$ cat src/rtl/rsc_pkg.sv
package rsc_pkg;

    localparam int REG_W   = 16;
    localparam int STRAP_N = 3;
    localparam int DOM_N   = 6;
    localparam int SUB_N   = 3;
    localparam int KIND_N  = 3;

    localparam int POS_CFG = 0;
    localparam int POS_SPD = 3;
    localparam int POS_WOL = 4;
    localparam int POS_POL = 5;
    localparam int POS_GO  = 6;
    localparam int POS_SEL = 9;
    localparam int POS_RSV = 15;

    typedef enum logic [1:0] {
        PK_GLB = 2'd0,
        PK_RX  = 2'd1,
        PK_TX  = 2'd2
    } pulse_kind_e;

    localparam logic [REG_W-1:0] RW_MASK =
        (REG_W'(1) << POS_SPD) | (REG_W'(1) << POS_WOL) |
        (REG_W'(1) << POS_POL) | (REG_W'((1 << DOM_N) - 1) << POS_SEL);

    typedef struct packed {
        logic [DOM_N-1:0] sel;
        logic             pol;
        logic             wol;
        logic             spd;
    } ctrl_view_t;

    function automatic ctrl_view_t decode_ctrl(input logic [REG_W-1:0] w);
        ctrl_view_t v;
        v.sel = w[POS_SEL +: DOM_N];
        v.pol = w[POS_POL];
        v.wol = w[POS_WOL];
        v.spd = w[POS_SPD];
        return v;
    endfunction

    function automatic logic [REG_W-1:0] reset_word(input logic [DOM_N-1:0] sel_init,
                                                    input logic spd_strap);
        logic [REG_W-1:0] w;
        w = '0;
        w[POS_SEL +: DOM_N] = sel_init;
        w[POS_SPD]          = ~spd_strap;
        return w;
    endfunction

    function automatic logic [REG_W-1:0] assemble_read(input logic [REG_W-1:0] rw,
                                                       input logic [STRAP_N-1:0] cfg,
                                                       input logic [KIND_N-1:0] act);
        logic [REG_W-1:0] w;
        w = rw & RW_MASK;
        w[POS_CFG +: STRAP_N] = cfg;
        w[POS_GO +: KIND_N]   = act;
        w[POS_RSV]            = 1'b0;
        return w;
    endfunction

endpackage

$ cat src/rtl/rsc_strap_latch.sv
module rsc_strap_latch
    import rsc_pkg::*;
(
    input  logic               clk,
    input  logic               rst_any,
    input  logic [STRAP_N-1:0] strap_cfg,
    output logic [STRAP_N-1:0] cfg_q
);

    always_ff @(posedge clk) begin
        if (rst_any) begin
            cfg_q <= ~strap_cfg;
        end
    end

endmodule

$ cat src/rtl/rsc_ctrl_reg.sv
module rsc_ctrl_reg
    import rsc_pkg::*;
#(
    parameter logic [DOM_N-1:0] SEL_INIT = '1
) (
    input  logic             clk,
    input  logic             rst_any,
    input  logic             strap_spd,
    input  logic             wr_en,
    input  logic [REG_W-1:0] wr_data,
    output logic [REG_W-1:0] rw_q
);

    logic [REG_W-1:0] rw_next;

    always_comb begin
        rw_next = rw_q;
        if (wr_en) begin
            rw_next = (rw_q & ~RW_MASK) | (wr_data & RW_MASK);
        end
    end

    always_ff @(posedge clk) begin
        if (rst_any) begin
            rw_q <= reset_word(SEL_INIT, strap_spd);
        end else begin
            rw_q <= rw_next;
        end
    end

endmodule

$ cat src/rtl/rsc_pulse_gen.sv
module rsc_pulse_gen #(
    parameter int PULSE_LEN = 16
) (
    input  logic clk,
    input  logic clr,
    input  logic start,
    output logic active
);

    localparam int CW = (PULSE_LEN > 2) ? $clog2(PULSE_LEN) : 1;

    logic [CW-1:0] remain;

    always_ff @(posedge clk) begin
        if (clr) begin
            active <= 1'b0;
            remain <= '0;
        end else if (active) begin
            if (remain == '0) begin
                active <= 1'b0;
            end else begin
                remain <= remain - 1'b1;
            end
        end else if (start) begin
            active <= 1'b1;
            remain <= CW'(PULSE_LEN - 1);
        end
    end

endmodule

$ cat src/rtl/rsc_dom_gate.sv
module rsc_dom_gate
    import rsc_pkg::*;
(
    input  logic [KIND_N-1:0] act,
    input  logic [DOM_N-1:0]  sel,
    output logic [DOM_N-1:0]  glb_dom_rst,
    output logic [SUB_N-1:0]  rx_sub_rst,
    output logic [SUB_N-1:0]  tx_sub_rst
);

    for (genvar d = 0; d < DOM_N; d++) begin : g_dom
        assign glb_dom_rst[d] = act[PK_GLB] & sel[d];
    end

    for (genvar s = 0; s < SUB_N; s++) begin : g_sub
        assign rx_sub_rst[s] = act[PK_RX] & sel[s];
        assign tx_sub_rst[s] = act[PK_TX] & sel[s];
    end

endmodule

$ cat src/rtl/rst_strap_ctrl.sv
module rst_strap_ctrl
    import rsc_pkg::*;
#(
    parameter int               PULSE_LEN = 16,
    parameter logic [DOM_N-1:0] SEL_INIT  = '1,
    parameter int               ID_W      = 16,
    parameter logic [ID_W-1:0]  DEV_MAIN  = 16'hA5C1,
    parameter logic [ID_W-1:0]  VEN_MAIN  = 16'h5E17,
    parameter logic [ID_W-1:0]  DEV_ALT   = 16'hA5C2,
    parameter logic [ID_W-1:0]  VEN_ALT   = 16'h5E18
) (
    input  logic               clk,
    input  logic               rst,
    input  logic               host_rst_n,
    input  logic               pwr_d3,
    input  logic [STRAP_N-1:0] strap_cfg,
    input  logic               strap_spd,
    input  logic               reg_wr_en,
    input  logic [REG_W-1:0]   reg_wr_data,
    output logic [REG_W-1:0]   reg_rd_data,
    output logic [DOM_N-1:0]   glb_dom_rst,
    output logic [SUB_N-1:0]   rx_sub_rst,
    output logic [SUB_N-1:0]   tx_sub_rst,
    output logic               rst_out,
    output logic [ID_W-1:0]    dev_id,
    output logic [ID_W-1:0]    ven_id
);

    logic [REG_W-1:0]   rw_q;
    logic [STRAP_N-1:0] cfg_q;
    logic [KIND_N-1:0]  act;
    ctrl_view_t         view;
    logic               hrst_eff;
    logic               rst_any;
    logic               rst_asrt;

    assign view     = decode_ctrl(rw_q);
    assign hrst_eff = !host_rst_n && !(view.wol && pwr_d3);
    assign rst_any  = rst || hrst_eff;

    rsc_strap_latch u_strap (
        .clk       (clk),
        .rst_any   (rst_any),
        .strap_cfg (strap_cfg),
        .cfg_q     (cfg_q)
    );

    rsc_ctrl_reg #(
        .SEL_INIT (SEL_INIT)
    ) u_reg (
        .clk       (clk),
        .rst_any   (rst_any),
        .strap_spd (strap_spd),
        .wr_en     (reg_wr_en),
        .wr_data   (reg_wr_data),
        .rw_q      (rw_q)
    );

    for (genvar k = 0; k < KIND_N; k++) begin : g_pulse
        rsc_pulse_gen #(
            .PULSE_LEN (PULSE_LEN)
        ) u_pg (
            .clk    (clk),
            .clr    (rst_any),
            .start  (reg_wr_en && reg_wr_data[POS_GO + k]),
            .active (act[k])
        );
    end

    rsc_dom_gate u_gate (
        .act         (act),
        .sel         (view.sel),
        .glb_dom_rst (glb_dom_rst),
        .rx_sub_rst  (rx_sub_rst),
        .tx_sub_rst  (tx_sub_rst)
    );

    assign rst_asrt    = rst_any || act[PK_GLB];
    assign rst_out     = view.pol ? rst_asrt : !rst_asrt;
    assign dev_id      = cfg_q[0] ? DEV_ALT : DEV_MAIN;
    assign ven_id      = cfg_q[0] ? VEN_ALT : VEN_MAIN;
    assign reg_rd_data = assemble_read(rw_q, cfg_q, act);

endmodule

$ cat config.mk
export PLATFORM = sky130hd
export DESIGN_NAME = rst_strap_ctrl
export DESIGN_NICKNAME = d
export VERILOG_FILES = /design/src/rtl/rsc_pkg.sv /design/src/rtl/rsc_strap_latch.sv /design/src/rtl/rsc_ctrl_reg.sv /design/src/rtl/rsc_pulse_gen.sv /design/src/rtl/rsc_dom_gate.sv /design/src/rtl/rst_strap_ctrl.sv
export SDC_FILE = /design/constraint.sdc
export NUM_CORES = 1
export LEC_CHECK = 0
export BUFFER_PORTS_ARGS = -buffer_cell sky130_fd_sc_hd__buf_4
export CORE_ASPECT_RATIO = 1.2
export CORE_MARGIN = 2
export CORE_UTILIZATION = 40
export CTS_CLUSTER_DIAMETER = 60
export DETAILED_ROUTE_END_ITERATION = 6
export GPL_ROUTABILITY_DRIVEN = 0
export PLACE_DENSITY = 0.83
export SLEW_MARGIN = 20
export SYNTH_ARGS = -nofsm -noshare
export SYNTH_HDL_FRONTEND = slang
export SYNTH_SLANG_ARGS = --single-unit
export TNS_END_PERCENT = 1
$ cat constraint.sdc
create_clock -name clk -period 4.56 [get_ports clk]
set_clock_uncertainty 0.05 [all_clocks]
set_input_delay 0.456 -clock clk [delete_from_list [all_inputs] [get_ports clk]]
set_output_delay 0.456 -clock clk [all_outputs]
set_load 0.02 [all_outputs]
# After elaboration in Yosys (flattened, before gate mapping)
# Cells that the tools add are included.
word_totals:
  ram_bits: 0
  input_bits: 25
  latch_bits: 0
  elab_cells: 73
  output_inout_bits: 61
  romBits: 0
  memories: 0
  ff_bits: 34
op_classes:
  reduce_logical: 20
  div: 0
  bitwise_logic: 15
  n_eq_ne: 3
  n_addsub: 3
  muxes: 23
  mul: 0
  order_cmp: 0
  shift: 0
ops:
  columns: ["cell", "count"]
  rows:
  - ["4-bit two-way mux", 12]
  - ["16-bit by 15-bit OR with 16-bit output", 1]
  - ["1-bit AND", 12]
  - ["4-bit logical NOT", 3]
  - ["4-bit by 1-bit subtractor with 4-bit output, second input constant", 3]
  - ["1-bit two-way mux", 10]
  - ["2-bit nonzero test", 4]
  - ["2-bit != test, second input constant", 3]
  - ["2-bit AND reduction", 3]
  - ["1-bit logical AND", 5]
  - ["1-bit logical NOT", 3]
  - ["3-bit NOT", 1]
  - ["1-bit logical OR", 2]
  - ["2-bit two-way mux", 1]
  - ["1-bit NOT", 1]

# Logic depth before layout (Yosys ltp)
# Gate-level depths: netlist of the first run.
depth:
  depth_word: 7
  ltp_mapped: 5
  ltp_nobuf: 5

# By module
# From an unflattened synthesis of the first run, not the netlist that was laid out.
unflattened:
  cells_unflattened: 182
  area_unflattened_um2: 1664.1
by_module_without_submodules:
  columns: ["mod", "n_inst", "area_each_um2", "seq_area_each_um2", "cells_each"]
  rows:
  - ["rsc_pulse_gen", 3, 255.2, 100.1, 27]
  - ["rsc_ctrl_reg", 1, 407.9, 190.2, 38]
  - ["rst_strap_ctrl", 1, 314.1, 0.0, 45]
  - ["rsc_strap_latch", 1, 101.3, 90.1, 6]
  - ["rsc_dom_gate", 1, 75.1, 0.0, 12]

# Least setup slack after synthesis of the first run
# OpenSTA, ideal clock, no wires.
synth_path:
  path_type: "input-to-output"
  startpoint: "in pwr_d3"
  endpoint: "out rst_out"
  path_stages: 3
  path_buffers: 0
  t_required_ns: 4.054
  slack_ns: 2.863
  t_arrival_ns: 1.191
  path_cell_list: "a21oi_1 > nor3_1 > xor2_1"
synth_via:
  elab_chain_cells: 7
synth_rtl:
  columns: ["element", "line_no", "source"]
  rows:
  - ["start: declaration", "rst_strap_ctrl.sv:15", "input logic pwr_d3,"]
  - ["1-bit logical AND *", "rst_strap_ctrl.sv:38", "assign hrst_eff = !host_rst_n && !(view.wol && pwr_d3);"]
  - ["1-bit logical NOT *", "rst_strap_ctrl.sv:38", null]
  - ["1-bit logical AND *", "rst_strap_ctrl.sv:38", null]
  - ["1-bit logical OR *", "rst_strap_ctrl.sv:39", "assign rst_any = rst || hrst_eff;"]
  - ["1-bit logical OR *", "rst_strap_ctrl.sv:78", "assign rst_asrt = rst_any || act[PK_GLB];"]
  - ["1-bit logical NOT", "rst_strap_ctrl.sv:79", "assign rst_out = view.pol ? rst_asrt : !rst_asrt;"]
  - ["1-bit two-way mux *", "rst_strap_ctrl.sv:79", null]
  - ["end: declaration", "rst_strap_ctrl.sv:24", "output logic rst_out,"]
# Every way passes the cells marked *; elsewhere a longest branch is shown, timed or not.

# Worst setup path in the final report of the first run
layout_path:
  startpoint: "reg u_reg.rw_q[4]"
  endpoint: "out rst_out"
layout_via:
  elab_chain_cells: 7
layout_rtl:
  columns: ["element", "line_no", "source"]
  rows:
  - ["start: declaration", "rsc_ctrl_reg.sv:11", "output logic [REG_W-1:0] rw_q"]
  - ["start signal: assignment", "rsc_ctrl_reg.sv:25", "rw_q <= reset_word(SEL_INIT, strap_spd);"]
  - ["start signal: assignment", "rsc_ctrl_reg.sv:27", "rw_q <= rw_next;"]
  - ["1-bit logical AND *", "rst_strap_ctrl.sv:38", null]
  - ["1-bit logical NOT *", "rst_strap_ctrl.sv:38", null]
  - ["1-bit logical AND *", "rst_strap_ctrl.sv:38", null]
  - ["1-bit logical OR *", "rst_strap_ctrl.sv:39", null]
  - ["1-bit logical OR *", "rst_strap_ctrl.sv:78", null]
  - ["1-bit logical NOT", "rst_strap_ctrl.sv:79", null]
  - ["1-bit two-way mux *", "rst_strap_ctrl.sv:79", null]
# Marked as above.

==> results of run 1 <==
-- path summary, 6_finish.rpt --
path                                     to  slack (ns)  cells after the start
setup / recovery                    rst_out        2.66                      4
hold / removal               u_reg.rw_q[12]        0.34                      3
setup reg to reg  g_pulse[0].u_pg.remain[3]        2.92                      3
hold reg to reg              u_reg.rw_q[13]        0.47                      2
-- power groups by stage --
stage / Sequential, mW / Combinational (mW) / Clock [mW]
after floorplan: 0.271 / 0.0979 / 0
after global placement: 0.267 / 0.118 / 0
after detailed placement: 0.268 / 0.121 / 0
after CTS: 0.263 / 0.121 / 0.141
after global routing: 0.264 / 0.131 / 0.151
final: 0.263 / 0.120 / 0.136
-- synth_stat cells, types with 3 or more instances --
library cell	number
nor2_1	6
nand2b_1	3
a311oi_1	5
edfxtp_1	4
inv_1	10
dfxtp_1	23
nand2_1	9
nor4b_1	3
a21oi_1	8
ha_1	6
mux2i_1	11
and2_1	12
buf_2	3
buf_4	35
-- flip-flops by register name, indices dropped and copies added, names as in the netlist --
signal and count:
g_pulse.u_pg.remain 12, u_strap.cfg_q 3, u_reg.rw_q 9, g_pulse.u_pg.active 3
-- cell type report --
type / count / area share [%]
clock inverter: 1 / 0.331
clock buffer: 3 / 2.18
tap: 52 / 3.44
inverter: 11 / 2.18
timing repair buffer: 54 / 21.4
sequential: 27 / 30.7
multi-input combinational: 115 / 39.7
-- worst max-delay path: stages, from the launching register on --
cell,delay [ns]
dfxtp_1,0.34
a21oi_1,0.35
nor3_1,0.11
xor2_1,0.16
buf_4,0.16
-- cells by family (layout without fill, tap and decap cells) --
| family | after synthesis | count (layout) | synth area share, % |
|---|---|---|---|
| other | 2 | 27 | 0.478 |
| multiplexers | 12 | 12 | 7.72 |
| AO/OA/AOI/OAI | 22 | 22 | 9.95 |
| AND/OR/NAND/NOR | 45 | 45 | 17.2 |
| buffers and inverters | 51 | 69 | 21.3 |
| flip-flops | 27 | 27 | 36.9 |
| XOR/XNOR | 3 | 3 | 1.67 |
| adder cells (fa/ha/maj) | 6 | 6 | 4.78 |
-- routing by layer --
metal  vias up  GRT usage, %  routed length [um]
met1       560          17.1                1250
met4         0          6.04                  34
met3         4          2.66                 267
met5         -             0                   0
met2        63          22.7                1480
li1        595             -                   -
==> results.sh, run 1 <==
export IMPL_status="finished, final reports clean"
export IMPL_grt_overflow_total=0
export IMPL_min_period_over_period_pct=41.8
export IMPL_vias=1222
export IMPL_synth_seq_cells=27
export IMPL_port_buffers=54
export IMPL_crit_arrival_ns=1.40
export IMPL_antenna_found_initial=0
export IMPL_vias_per_cell=4.65
export IMPL_start_util_pct=42.5
export IMPL_drt_iter0_markers=19
export IMPL_numCtsBuffers=3
export IMPL_postSynthCellCount=168
export IMPL_die_h_um=72.7
export IMPL_rsz0062_at_grt="false"
export IMPL_ys_warnings_count=0
export IMPL_clkSinkCount=27
export IMPL_tns_ns=0
export IMPL_grt_pass1_wl_um=4690
export IMPL_chipWidth_um=61.2
export IMPL_fill_cells=359
export IMPL_worst_ir_drop_vdd_v=0.000151
export IMPL_hold_buffers=0
export IMPL_place_inst=259
export IMPL_power_frac_seq_pct=50.7
export IMPL_cts_repair_resize_count=0
export IMPL_clock_fmax_mhz=525
export IMPL_grt_use_total_pct=13.8
export IMPL_drt_total_wl_um=3030
export IMPL_p_clk_share_pct=26.2
export IMPL_pre_cts_ws_ns=2.71
export IMPL_r2r_start="g_pulse[0].u_pg.active"
export IMPL_seqCellArea_um2=581
export IMPL_cp_startpoint="u_reg.rw_q[4]"
export IMPL_utilization_pct=51.2
export IMPL_worst_pin_slew_ns=0.508
export IMPL_placed_cell_area_um2=1840
export IMPL_seq_area_frac_synth_pct=36.9
export IMPL_ys_async_sr_fraction_pct=0
export IMPL_final_common_cell="buf_4"
export IMPL_crit_type="flip-flop to output port"
export IMPL_ctsRootBufferMaster="clkbuf_8"
export IMPL_num_nets_final=243
export IMPL_setup_violations_final=0
export IMPL_ioPinCount=86
export IMPL_p_int_uw=364
export IMPL_cellLeakagePower_nw=0.902
export IMPL_pwr_share_comb_pct=23.2
export IMPL_dp_hpwl_um=2300
export IMPL_post_cts_buffers=0
export IMPL_tritoncts="yes"
export IMPL_grt_max_degree=18
export IMPL_synth_area_leaders="dfxtp_1, buf_4, edfxtp_1"
export IMPL_post_drt_wl_per_cell_um=11.5
export IMPL_synth_cell_types=35
export IMPL_dr_pass1_iters=4
export IMPL_yosysTopAreaCellShare_pct=29.3
export IMPL_min_from="reg_wr_data[12]"
export IMPL_netlist_area_um2=1570
export IMPL_core_area_um2=3690
export IMPL_htree_levels=1
export IMPL_power_switching_uw=154
export IMPL_cp_end_kind="output port"
export IMPL_multi_input_comb_area_um2=751
export IMPL_p_total_uw=518
export IMPL_min_path_type="input port to flip-flop"
export IMPL_die_area_um2=4450
export IMPL_crit_required_ns=4.05
export IMPL_syn_avg_cell_area_um2=9.35
export IMPL_grt_pass1_vias=1083
export IMPL_synth_edf_count=4
export IMPL_cap_violations=0
export IMPL_clk_pin_slew_ns=0.09
export IMPL_yosysTopAreaCell="dfxtp_1"
export IMPL_dominantRegCellSynth="dfxtp_1"
export IMPL_swShare_pct=29.7
export IMPL_drc=0
export IMPL_syn2layout_area_growth_pct=20.3
export IMPL_ant_nets=0
export IMPL_diodes=0
export IMPL_maxSlewViolCount=0
export IMPL_post_route_cells_drive_above_1_share_pct=30.8
export IMPL_timing_final_ws_setup_ns=2.66
export IMPL_cts_buffer_depth=2
export IMPL_start_kind="flip-flop"
export IMPL_holdWs_ns=0.341
export IMPL_slew_headroom_pct=66.1
export IMPL_final_cell_mix="buf_4, conb_1, dfxtp_1"
export IMPL_finalInstanceArea_um2=1890
export IMPL_finalHoldViolCount=0
export IMPL_min_period_ns=1.90
export IMPL_stdcell_count=263
export IMPL_worstSkewPairLatency_ns=0.27
export IMPL_crit_fanout=5
export IMPL_row_count=24
export IMPL_p_per_area_nw_per_um2=274
Note: power is estimated with default switching activity, not from simulation.
==> run 2, diff against run 1 <==
==> constraint.sdc (replaced) <==
create_clock -name clk -period 1.85 [get_ports clk]
set_clock_uncertainty 0.05 [all_clocks]
set_input_delay 0.185 -clock clk [delete_from_list [all_inputs] [get_ports clk]]
set_output_delay 0.185 -clock clk [all_outputs]
set_load 0.02 [all_outputs]
==> run 2 against run 1 <==
Compared with the run above: global-route usage decreased by 0.58 points; first-iteration DRC count increased by 58%; worst setup slack got worse by 2.5 ns; critical endpoint unchanged; combinational power grew to 2.5 times the previous value.
==> results.sh, run 2 (synthesis gave the netlist of run 1 again) <==
export IMPL_finalHoldViolCount=0
export IMPL_top_register="g_pulse.u_pg.remain"
export IMPL_grtUsageMet1_pct=14.9
export IMPL_cellLeakagePower_nw=0.912
export IMPL_grt_pass1_vias=1041
export IMPL_port_buffers=54
export IMPL_crit_fanout=5
export IMPL_grt_pass1_wl_um=4540
export IMPL_dr_pass1_iters=4
export IMPL_cts_buffer_depth=2
export IMPL_ant_nets=0
export IMPL_setup_violations_final=0
export IMPL_grt_use_total_pct=13.2
export IMPL_swShare_pct=29.9
export IMPL_start_kind="flip-flop"
export IMPL_crit_required_ns=1.62
export IMPL_largestRegisters="g_pulse.u_pg.remain: 12 flops, u_reg.rw_q: 9 flops"
export IMPL_rsz0062_at_grt="false"
export IMPL_drc=0
export IMPL_min_period_over_period_pct=90.9
export IMPL_crit_type="flip-flop to output port"
export IMPL_dp_hpwl_um=2240
export IMPL_die_area_um2=4450
export IMPL_syn2layout_area_growth_pct=21.2
export IMPL_power_frac_seq_pct=50.2
export IMPL_vias_per_cell=4.53
export IMPL_cp_end_kind="output port"
export IMPL_final_common_cell="buf_4"
export IMPL_final_cell_mix="buf_4, conb_1, dfxtp_1"
export IMPL_chipWidth_um=61.2
export IMPL_ioPinCount=86
export IMPL_drt_total_wl_um=2930
export IMPL_tns_ns=0
export IMPL_p_total_mw=1.28
export IMPL_core_area_um2=3690
export IMPL_start_util_pct=42.5
export IMPL_clock_fmax_mhz=594
export IMPL_worst_ir_drop_vdd_v=0.000549
export IMPL_num_nets_final=245
export IMPL_post_cts_buffers=0
export IMPL_maxSlewViolCount=0
export IMPL_cts_repair_resize_count=0
export IMPL_diodes=0
export IMPL_min_period_ns=1.68
export IMPL_hold_buffers=0
export IMPL_busiest_layer="met2"
export IMPL_status="finished, final reports clean"
export IMPL_power_switching_uw=384
export IMPL_vias=1200
export IMPL_post_route_cells_drive_above_1_share_pct=31.5
export IMPL_numCtsBuffers=3
export IMPL_die_h_um=72.7
export IMPL_clkSinkCount=27
export IMPL_p_clk_share_pct=26.3
export IMPL_clk_pin_slew_ns=0.09
export IMPL_antenna_found_initial=0
export IMPL_grtUsageMet2_pct=23.9
export IMPL_worstSkewPairLatency_ns=0.27
export IMPL_pwr_share_comb_pct=23.6
export IMPL_cap_violations=0
export IMPL_grt_util_met3_pct=2.84
export IMPL_crit_arrival_ns=1.45
export IMPL_drt_iter0_markers=30
export IMPL_post_drt_wl_per_cell_um=11.0
export IMPL_p_int_uw=898
export IMPL_tritoncts="yes"
export IMPL_grt_overflow_total=0
export IMPL_p_per_area_nw_per_um2=673
export IMPL_largest_register_ffs=12
export IMPL_htree_levels=1
export IMPL_grt_max_degree=18
export IMPL_utilization_pct=51.6
export IMPL_min_path_type="input port to flip-flop"
export IMPL_ctsRootBufferMaster="clkbuf_8"
export IMPL_row_count=24
## run 2: routing by layer
metal / wire length, um / part of all wire, % / vias up
li1: - / - / 600
met1: 1180 / 40 / 538
met2: 1450 / 49 / 60
met3: 275 / 9.4 / 2
met4: 21 / 0.72 / 0
met5: 0 / 0 / -
## run 2: path summary, 6_finish.rpt
kind                                                start  slack, ns                        end  cells past startpoint
worst max register to register  g_pulse[1].u_pg.remain[0]       0.22  g_pulse[1].u_pg.remain[0]                      5
worst min-delay path                      reg_wr_data[13]       0.07             u_reg.rw_q[13]                      3
worst max-delay path                        u_reg.rw_q[4]       0.17                    rst_out                      4
worst min register to register             u_reg.rw_q[13]       0.46             u_reg.rw_q[13]                      2
## run 2: layout make-up
| type | count | area [um2] |
|---|---|---|
| inverters | 11 | 41.3 |
| fillers | 357 | 1790 |
| repair buffers | 56 | 420 |
| flip-flops and latches | 27 | 581 |
| clock buffers | 3 | 41.3 |
| well taps | 52 | 65.1 |
| clock inverters | 1 | 5.00 |
| multi-input cells | 115 | 751 |
## run 2: power by group through the flow
stage	Sequential (mW)	Combinational [mW]	Clock (mW)
finish	0.643	0.302	0.337
global route	0.648	0.330	0.364
CTS	0.643	0.303	0.350
detailed placement	0.656	0.303	0
global placement	0.656	0.298	0
floorplan	0.667	0.241	0
## run 2: through the flow
| step | hold WS (ns) | worst slack, ns | area (um2) | cells |
|---|---|---|---|---|
| floorplan | 0.263 | 0.338 | 1670 | 193 |
| global placement | 0.348 | 0.273 | 1860 | 261 |
| detailed placement | 0.354 | 0.238 | 1860 | 261 |
| CTS | 0.0635 | 0.159 | 1900 | 265 |
| global route | 0.0615 | 0.0696 | 1900 | 265 |
| finish | 0.0653 | 0.168 | 1900 | 265 |
## run 2: worst max-delay path, stage by stage (launching register included)
cell     delay (ns)
dfxtp_1        0.33
a21oi_1        0.41
nor3_1         0.11
xor2_1         0.16
buf_4          0.16
==> run 3, diff against run 2 <==
--- a/config.mk
+++ b/config.mk
@@ -12,9 +12,10 @@
 export CTS_CLUSTER_DIAMETER = 60
 export DETAILED_ROUTE_END_ITERATION = 6
 export GPL_ROUTABILITY_DRIVEN = 0
-export PLACE_DENSITY = 0.83
+export PLACE_DENSITY = 0.82
 export SLEW_MARGIN = 20
 export SYNTH_ARGS = -nofsm -noshare
 export SYNTH_HDL_FRONTEND = slang
+export SYNTH_HIERARCHICAL = 1
 export SYNTH_SLANG_ARGS = --single-unit
 export TNS_END_PERCENT = 1
==> run 3 against run 2 <==
Compared with the run above: flip-flop and latch count unchanged; worst setup slack got worse by 0.068 ns; synthesized cell count increased by 3.6%; synthesized area increased by 2.3%; sequential share of layout area decreased by 1.4 points; wire length increased by 0.14%; first-iteration DRC count decreased by 33%; global-route usage increased by 0.58 points; utilization decreased by 0.52 points; power increased by 2.5%; largest cell class unchanged; highest routed layer unchanged.
==> results.sh, run 3 <==
export IMPL_status="finished, final reports clean"
export IMPL_path_depth=3
export IMPL_die_h_um=73.5
export IMPL_tns_ns=0
export IMPL_ctsRootBufferMaster="clkbuf_8"
export IMPL_grt_use_total_pct=13.8
export IMPL_syn2layout_area_growth_pct=24.1
export IMPL_holdWs_ns=0.0608
export IMPL_netlist_area_um2=1610
export IMPL_drc=0
export IMPL_hold_buffers=0
export IMPL_grt_overflow_total=0
export IMPL_syn_avg_cell_area_um2=9.24
export IMPL_top_register="g_pulse.u_pg/remain"
export IMPL_htree_levels=1
export IMPL_tritoncts="yes"
export IMPL_slowest_stage="dfxtp_1"
export IMPL_drt_total_wl_um=2930
export IMPL_p_per_area_nw_per_um2=659
export IMPL_ys_warnings_count=6
export IMPL_finalHoldViolCount=0
export IMPL_post_cts_buffers=0
export IMPL_grt_max_degree=26
export IMPL_cp_end_kind="output port"
export IMPL_start_util_pct=41.1
export IMPL_port_buffers=54
export IMPL_min_path_type="input port to flip-flop"
export IMPL_cp_cell_sequence="or3_1 -> o221ai_1 -> buf_4"
export IMPL_core_area_um2=3910
export IMPL_crit_type="flip-flop to output port"
export IMPL_final_cell_mix="buf_4, conb_1, dfxtp_1"
export IMPL_start_kind="flip-flop"
export IMPL_crit_required_ns=1.62
export IMPL_min_period_over_period_pct=94.6
export IMPL_r2r_end="g_pulse[0].u_pg/remain[1]"
export IMPL_critPathTopFamily="flip-flops"
export IMPL_r2r_start="g_pulse[0].u_pg/remain[0]"
export IMPL_pre_cts_ws_ns=0.287
export IMPL_reg2regPathDepth=5
export IMPL_num_nets_final=257
export IMPL_clk_pin_slew_ns=0.10
export IMPL_min_period_ns=1.75
export IMPL_final_common_cell="buf_4"
export IMPL_crit_fanout=17
export IMPL_postSynthCellCount=174
export IMPL_grt_pass1_vias=1160
export IMPL_cts_repair_resize_count=0
export IMPL_maxSlewViolCount=0
export IMPL_worstSkewPairLatency_ns=0.27
export IMPL_slew_headroom_pct=66.1
export IMPL_place_inst=275
export IMPL_numCtsBuffers=3
export IMPL_clock_fmax_mhz=571
export IMPL_ant_nets=0
export IMPL_largestRegisters="g_pulse.u_pg/remain: 12 flops, u_reg/rw_q: 9 flops"
export IMPL_crit_arrival_ns=1.52
export IMPL_setup_violations_final=0
export IMPL_row_count=25
export IMPL_worstSetupEndpoint="rst_out"
export IMPL_die_area_um2=4540
export IMPL_cap_violations=0
export IMPL_timing_final_ws_setup_ns=0.100
export IMPL_post_drt_wl_per_cell_um=10.5
export IMPL_slowest_delay_ns=0.48
export IMPL_worst_pin_slew_ns=0.508
export IMPL_antenna_found_initial=0
export IMPL_cp_startpoint="g_pulse[0].u_pg/active"
export IMPL_clkSinkCount=27
export IMPL_worst_ir_drop_vdd_v=0.000512
export IMPL_p_total_mw=1.31
export IMPL_diodes=0
export IMPL_chipWidth_um=61.9
export IMPL_stdcell_count=279
export IMPL_ioPinCount=86
export IMPL_dr_pass1_iters=4
export IMPL_critPathBufInv=1
export IMPL_cellLeakagePower_nw=0.899
export IMPL_drt_iter0_markers=20
export IMPL_vias=1262
export IMPL_rsz0062_at_grt="false"
export IMPL_reg2reg_slack_ns=0.26
export IMPL_cts_buffer_depth=2
export IMPL_vias_per_cell=4.52
export IMPL_post_route_cells_drive_above_1_share_pct=32.4
export IMPL_dp_hpwl_um=2290
export IMPL_largest_register_ffs=12
export IMPL_grt_pass1_wl_um=4920
==> run 3: area by class of cell <==
type	count	area, um2
Timing Repair Buffer	56	433
Sequential cell	27	581
Multi-Input combinational cell	125	816
Clock inverter	1	8.76
Fill cell	370	1910
Inverter	13	48.8
Tap cell	54	67.6
Clock buffer	3	41.3
==> run 3: where the power goes <==
| group | leakage [nW] | total (mW) | internal (mW) | switching (mW) |
|---|---|---|---|---|
| Clock | 0.0261 | 0.351 | 0.158 | 0.193 |
| Sequential | 0.229 | 0.650 | 0.623 | 0.0264 |
| Combinational | 0.644 | 0.314 | 0.135 | 0.179 |
==> run 3: stage by stage <==
| stage | utilization [%] | cell area [um2] |
|---|---|---|
| 2_1_floorplan | - | 1700 |
| 3_3_place_gp | 49.8 | 1950 |
| 3_5_place_dp | 49.8 | 1950 |
| 4_1_cts | 51.0 | 2000 |
| 5_1_grt | 51.0 | 2000 |
| 6_report | 51.0 | 2000 |
==> run 3: worst min path at each step <==
stage	slack, ns	depth (start not counted)	end	startpoint
6_report	0.06	2	u_reg/rw_q[13]	reg_wr_data[13]
5_1_grt	0.05	2	u_reg/rw_q[10]	reg_wr_data[10]
3_5_place_dp	0.35	2	u_reg/rw_q[13]	reg_wr_data[13]
4_1_cts	0.05	2	u_reg/rw_q[13]	reg_wr_data[13]
3_3_place_gp	0.35	2	u_reg/rw_q[14]	reg_wr_data[14]
2_1_floorplan	0.26	1	u_reg/rw_q[10]	reg_wr_data[10]
==> run 3: per-layer routing <==
metal	routed length, um	global-route usage [%]
met5	0	0
met4	19	5.44
met3	207	1.76
met2	1490	24.4
met1	1220	16.3
==> run 3: worst register-to-register path, stage by stage (launching register included) <==
cell      delay, ns
dfxtp_1        0.35
inv_1          0.11
ha_1           0.21
or3b_4         0.42
a211oi_1       0.25
a311oi_1       0.07
